## config.mk

```make
export PLATFORM = sky130hd
export DESIGN_NAME = pm_nco
export DESIGN_NICKNAME = d
export VERILOG_FILES = /design/src/rtl/pm_nco.sv
export SDC_FILE = /design/constraint.sdc
export NUM_CORES = 1
export LEC_CHECK = 0
export ABC_AREA = 0
export BUFFER_PORTS_ARGS = -buffer_cell sky130_fd_sc_hd__buf_2
export CORE_MARGIN = 2
export CORE_UTILIZATION = 49
export DETAILED_ROUTE_END_ITERATION = 8
export PLACE_DENSITY = 0.65
export SLEW_MARGIN = 20
export SYNTH_ARGS = -nofsm -noshare
export SYNTH_HDL_FRONTEND = slang
export SYNTH_SLANG_ARGS = --single-unit
```

## constraint.sdc

```tcl
create_clock -name clk -period 7.7 [get_ports clk]
set_input_delay 0.385 -clock clk [delete_from_list [all_inputs] [get_ports clk]]
set_output_delay 0.385 -clock clk [all_outputs]
set_load 0.01 [all_outputs]
```

## src/rtl/pm_nco.sv

```systemverilog
module pm_nco #(
  parameter int ACC_W   = 24,
  parameter int PH_W    = 8,
  parameter int OUT_W   = 8,
  parameter int PM_W    = 4,
  parameter int AMP_W   = 8,
  parameter bit USE_AMP = 1'b1
) (
  input  logic                    clk,
  input  logic                    rst,
  input  logic                    en,
  input  logic [ACC_W-1:0]        freq_word,
  input  logic [PM_W-1:0]         phase_word,
  input  logic [AMP_W-1:0]        amp_word,
  output logic signed [OUT_W-1:0] sample,
  output logic                    sample_valid
);
  localparam int QW = PH_W - 2;
  localparam int QN = 1 << QW;
  localparam int PK = (1 << (OUT_W - 1)) - 1;
  localparam int PW = OUT_W + AMP_W + 1;

  function automatic logic [OUT_W-2:0] qsin(input int i);
    real x;
    x = 3.141592653589793 * (real'(i) + 0.5) / (2.0 * real'(QN));
    return (OUT_W-1)'($rtoi(real'(PK) * $sin(x) + 0.5));
  endfunction

  logic [OUT_W-2:0] rom [QN];
  for (genvar g = 0; g < QN; g++) begin : g_rom
    assign rom[g] = qsin(g);
  end

  logic             en_q, v0, v1, v2;
  logic [ACC_W-1:0] freq_q, acc;
  logic [PM_W-1:0]  pm_q, pm_d;
  logic [AMP_W-1:0] amp_q;
  logic [AMP_W-1:0] amp_p [3];
  logic [PH_W-1:0]  ph1;
  logic             neg2;
  logic [OUT_W-2:0] mag2;

  wire [QW-1:0] idx1 = ph1[PH_W-2] ? ~ph1[QW-1:0] : ph1[QW-1:0];
  wire signed [OUT_W-1:0] s2 = neg2 ? -OUT_W'(mag2) : OUT_W'(mag2);
  logic signed [OUT_W-1:0] scaled;

  if (USE_AMP) begin : g_amp
    wire signed [PW-1:0] prod = PW'(s2) * PW'($signed({1'b0, amp_p[2]}));
    assign scaled = prod[AMP_W +: OUT_W];
  end else begin : g_noamp
    assign scaled = s2;
  end

  always_ff @(posedge clk) begin
    if (rst) begin
      en_q <= 1'b0; v0 <= 1'b0; v1 <= 1'b0; v2 <= 1'b0;
      freq_q <= '0; acc <= '0; pm_q <= '0; pm_d <= '0;
      amp_q <= '0; amp_p <= '{default: '0};
      ph1 <= '0; neg2 <= 1'b0; mag2 <= '0;
      sample <= '0; sample_valid <= 1'b0;
    end else begin
      en_q   <= en;
      freq_q <= freq_word;
      pm_q   <= phase_word;
      amp_q  <= amp_word;
      if (en_q) acc <= acc + freq_q;
      v0 <= en_q;
      pm_d <= pm_q;
      amp_p[0] <= amp_q;
      ph1 <= acc[ACC_W-1 -: PH_W] + (PH_W'(pm_d) << (PH_W - PM_W));
      v1 <= v0;
      amp_p[1] <= amp_p[0];
      neg2 <= ph1[PH_W-1];
      mag2 <= rom[idx1];
      v2 <= v1;
      amp_p[2] <= amp_p[1];
      sample <= scaled;
      sample_valid <= v2;
    end
  end

  logic [2:0] live;
  always_ff @(posedge clk) begin
    if (rst) live <= '0;
    else if (live != 3'd7) live <= live + 3'd1;
  end

  p_acc_step_r1: assert property (@(posedge clk) disable iff (rst)
    (live >= 3'd2 && $past(en, 2)) |-> acc == $past(acc) + $past(freq_word, 2));

  p_acc_hold_r7: assert property (@(posedge clk) disable iff (rst)
    (live >= 3'd2 && !$past(en, 2)) |-> $stable(acc));

  p_valid_lat_r6: assert property (@(posedge clk) disable iff (rst)
    (live >= 3'd5) |-> sample_valid == $past(en, 5));

  p_amp_zero_r5: assert property (@(posedge clk) disable iff (rst)
    (USE_AMP && live >= 3'd5 && $past(amp_word, 5) == '0) |-> sample == '0);

  p_reset_r8: assert property (@(posedge clk)
    $past(rst) |-> (sample == '0 && !sample_valid));

  p_no_min_r9: assert property (@(posedge clk) disable iff (rst)
    (live != 3'd0) |-> sample != {1'b1, {(OUT_W-1){1'b0}}});
endmodule

```

# After elaboration in Yosys (flattened, before gate mapping)
# Memory sizes are Yosys's and may differ from the RTL's. A register that Yosys moved wholly into a read port is not among the register bits.
# Cells that the tools add are included.
# classes
n_addsub,3
mul,1
n_mux,2
n_bitwise,2
# op_table
op,n
$add A24 B24 Y24,1
$mul A8 B9 Y16,1
$add A8 B8 Y8,1
$mux W8,1
$neg A7 Y8,1
$not A6 Y7,1
$mux W6,1
$not A6 Y6,1
# word_totals
regBits,110
romBits,448
inputBits,39
output_inout_bits,9
elab_cells,25
mem_count,1
# mem_list
memory,depth,width,rd,rd_ports_with_merged_regs,write_ports,line_no,rtl
(no name shown),64,7,1,1,0,74,mag2 <= rom[idx1];

# Longest topological paths before layout
# depth
word_depth,3
mapped_depth,23
ltp_nobuf,23

# Worst setup path after synthesis
# Ideal clock, no wire load.
# synth_timing
path_type,register to register
start,reg mag2[0]
end,reg sample[7]
setup_time_ns,0.129
arrival_time_ns,4.890
required_time_ns,7.571
path_slack_ns,2.681
stages_incl_launch_ff,20
path_buffers,0
period_less_slack_ns,5.019
cell_sequence,dfxtp_1 > inv_1 > ha_1 > nand2_1 > o31ai_1 > xor2_1 > nor2b_1 > fa_1 > fa_1 > fa_1 > inv_1 > fa_1 > inv_1 > ha_1 > o41ai_1 > o21ai_0 > nor2_1 > a21oi_1 > xnor2_1 > nor2_1
# synth_between
elab_chain_len,3
# synth_rtl
element,line_no,rtl
from (decl),41,logic [OUT_W-2:0] mag2;
$neg A7 Y8,44,wire signed [OUT_W-1:0] s2 = neg2 ? -OUT_W'(mag2) : OUT_W'(mag2);
$mux W8 *,44,
$mul A8 B9 Y16 *,48,"wire signed [PW-1:0] prod = PW'(s2) * PW'($signed({1'b0, amp_p[2]}));"
to (signal assigned),77,sample <= scaled;
to (decl),15,"output logic signed [OUT_W-1:0] sample,"
# Mark *: on every way between the ends. The rest lies on a longest branch, timed or not.
# A chain may end at the register's enable or synchronous reset.

# Worst setup path after layout
# layout_timing
start,reg mag2[0]
end,reg sample[6]
# Same word-level chain as after synthesis.

==> reports/results.tsv <==
stage	metric	value	unit
sta	RSZ-0062 raised after global routing	false	
detailed_routing	DRT Wirelength	13.7	mm
cells_and_area	antenna cells	0	
worst_setup_path	FF-to-FF End	sample[6]	
clock_tree	H-tree levels	4	
sta	final hold violations	0	
global_routing	vias in the first global route	5329	
synthesis	ys flop type	dfxtp_1	
worst_setup_path	crit end category	register	
floorplanning	die height	125	um
cells_and_area	layout cell share with drive strength beyond 1	12.6	%
cells_and_area	Reg area	2340	um^2
global_routing	largest net degree at the start of global routing	78	
cells_and_area	Final Util	57.3	%
synthesis	Syn Nets	917	
detailed_routing	vias	5214	
worst_setup_path	Reg2Reg Setup Slack	1.87	ns
min_path	Hold EP	amp_q[7]	
synthesis	synthesized area	7190	um^2
cells_and_area	multi-input gate area in the final layout	4490	um^2
sta	setup ws final	1.87	ns
power	Lkg Pwr	3.80	nW
synthesis	synth warn	0	
min_path	Worst Hold Class	in -> reg	
detailed_routing	DRC Markers	0	
detailed_routing	vias per inst	5.16	
synthesis	area leader, netlist	dfxtp_1	
worst_setup_path	Max FO, Critical Path	9	
synthesis	count leader, synth	dfxtp_1	
power	Pwr Total	0.00181	W
placement	post-DP HPWL	10.2	mm
worst_setup_path	Arr. time, crit path	6.10	ns
synthesis	ys async rst share	0	%
power	worst vdd rail ir drop	0.180	mV
placement	gpl congestion	0.848	
clock_tree	CTS buffer count	17	
detailed_routing	final antenna-violating net count	0	
sta	Peak Freq	172	MHz
clock_tree	clk buf depth	2	
worst_setup_path	Worst Path Required	7.97	ns
placement	dpl ws	1.86	ns
cells_and_area	final net count	963	
clock_tree	Hold-fix buffers, CTS	0	
clock_tree	Post CTS Setup Buffer Count	0	
sta	worst slew pin tran	1.04	ns
status	status	completed	
sta	Rel. slew slack	30.4	%
power	Cell Pwr Density	219	nW/um^2
floorplanning	# rows	44	
worst_setup_path	launch point of the worst reg-to-reg path	mag2[0]	
clock_tree	Post-CTS Resized	0	
synthesis	register area share after synthesis	32.6	%
synthesis	synth top area cells	dfxtp_1 33%, ha_1 13%, fa_1 10%	
global_routing	first-pass GRT wire length	24.2	mm
synthesis	post-synth cell types	67	
floorplanning	Die W	125	um
floorplanning	full die area	15700	um^2
job	max cap viols	0	
synthesis	EDFF count, synth	0	
floorplanning	Initial Utilization	49.9	%
clock_tree	clock sink total	117	
clock_tree	worst skew pair latency	0.41	ns
sta	Slew Viols, Final	0	
worst_setup_path	CP Class	reg -> reg	
placement	port buffer count	47	
clock_tree	Worst-path clk slew	0.05	ns
floorplanning	core area	14400	um^2
sta	WHS	0.181	ns
worst_setup_path	worst-case reg-to-reg path depth	21	
clock_tree	Root Buffer	clkbuf_16	
cells_and_area	post-synthesis to final-layout area growth	14.9	%
synthesis	Commonest cells post-synth	117 x dfxtp_1, 111 x nor2b_1, 73 x ha_1	
detailed_routing	Routed WL per cell	13.6	um
sta	Max Clock Skew	0.00918	ns
synthesis	number of synthesized register bits	117	
floorplanning	num ports	48	
synthesis	Post-Synthesis Cells	768	
global_routing	initial antenna violation count	0	
sta	endpoints failing setup	0	
min_path	worst hold start	amp_word[7]	
synthesis	Synth Area per Inst	9.37	um^2
detailed_routing	first drt pass iteration count	4	
clock_tree	TritonCTS clock tree	done	
worst_setup_path	CP Launch Type	register	
global_routing	total gr overflow	0	
sta	Tmin final	5.83	ns
detailed_routing	1st-iter DRT viols	315	
sta	TNS Setup	0	ns
global_routing	total track usage	18.8	%
min_path	hold-critical path depth	2	
synthesis	Synth top area share	32.6	%
sta	part of the cycle the worst path needs	75.7	%
cells_and_area	Fill cells	1269	
==> where the power goes <==
part	internal (W)	leakage, nW	switching [W]
clock network	0.000666	0.347	0.000274
registers	0.000637	0.961	0.0000213
logic	0.0000872	2.49	0.000123
==> critical path, cell delays in order, from the launching register on <==
cell and delay, ns:
dfxtp_1 0.44, inv_1 0.10, ha_1 0.22, nand2_1 0.08, nand2_1 0.07, xor2_1 0.59, nor2b_1 0.15, fa_1 0.51
ha_1 0.29, inv_1 0.05, fa_1 0.52, inv_1 0.05, fa_1 0.47, ha_1 0.32, a21oi_1 0.13, o21ai_0 0.15
o41ai_1 0.65, o21ai_0 0.25, nor2_1 0.29, o21bai_1 0.14, xnor2_1 0.15, nor2_1 0.06
==> cell type report <==
cell class / count / area share (%)
Inverter: 62 / 2.82
Sequential cell: 117 / 28.3
Timing Repair Buffer: 49 / 3.06
Clock inverter: 11 / 2.97
Multi-Input combinational cell: 567 / 54.4
Clock buffer: 20 / 5.65
Tap cell: 184 / 2.79
==> per-layer routing <==
layer,wire (um),GRT usage (%)
met5,0,0
met4,270,7.52
met3,502,3.81
met2,6320,30.0
met1,6610,25.0
==> how the worst max path moves through the flow <==
stage | slack, ns | cells after the start | endpoint | from
floorplan | 2.68 | 19 | sample[7] | mag2[0]
detailed placement | 1.86 | 21 | sample[7] | mag2[0]
finish | 1.87 | 21 | sample[6] | mag2[0]
global placement | 2.16 | 19 | sample[7] | mag2[0]
CTS | 1.87 | 21 | sample[6] | mag2[0]
global route | 1.42 | 21 | sample[7] | mag2[0]
==> per-stage QoR <==
step | instance area, um^2 | cells
floorplan | 7190 | 768
global placement | 7550 | 979
detailed placement | 7550 | 979
CTS | 8260 | 1010
global route | 8260 | 1010
finish | 8260 | 1010
==> flip-flops by register name, summed over array words and instances, names as in the netlist <==
| signal | flops |
|---|---|
| acc | 24 |
| amp_p | 24 |
| amp_q | 8 |
| en_q | 1 |
| freq_q | 24 |
| mag2 | 7 |
| neg2 | 1 |
| ph1 | 8 |
| pm_d | 4 |
| pm_q | 4 |
| sample | 8 |
| sample_valid | 1 |
| v0 | 1 |
| v1 | 1 |
| v2 | 1 |
==> cells by family after synthesis <==
group / share of synthesized area [%]
mux: 1.29
fa+ha+maj: 23.0
xor+xnor: 5.46
buf+inv: 4.99
compound gates: 12.5
simple gates: 20.2
flops: 32.6
==> placed cells by master (no fill, tap or decap), types with 6 or more instances in the layout <==
master and instances:
dfxtp_1 117, nor2b_1 111, ha_1 73, nor2_1 72, inv_1 61, buf_2 46
fa_1 37, nand2_1 34, a21oi_1 33, o21ai_0 26, xnor2_1 24, xor2_1 19
clkbuf_16 17, nand2b_1 16, a211oi_1 12, a21o_1 11, nor3_1 9, mux2i_1 7
o211ai_1 7, a31oi_1 7, bufinv_16 7, nand3_1 6, and2_1 6
(Power assumes the default switching activity.)
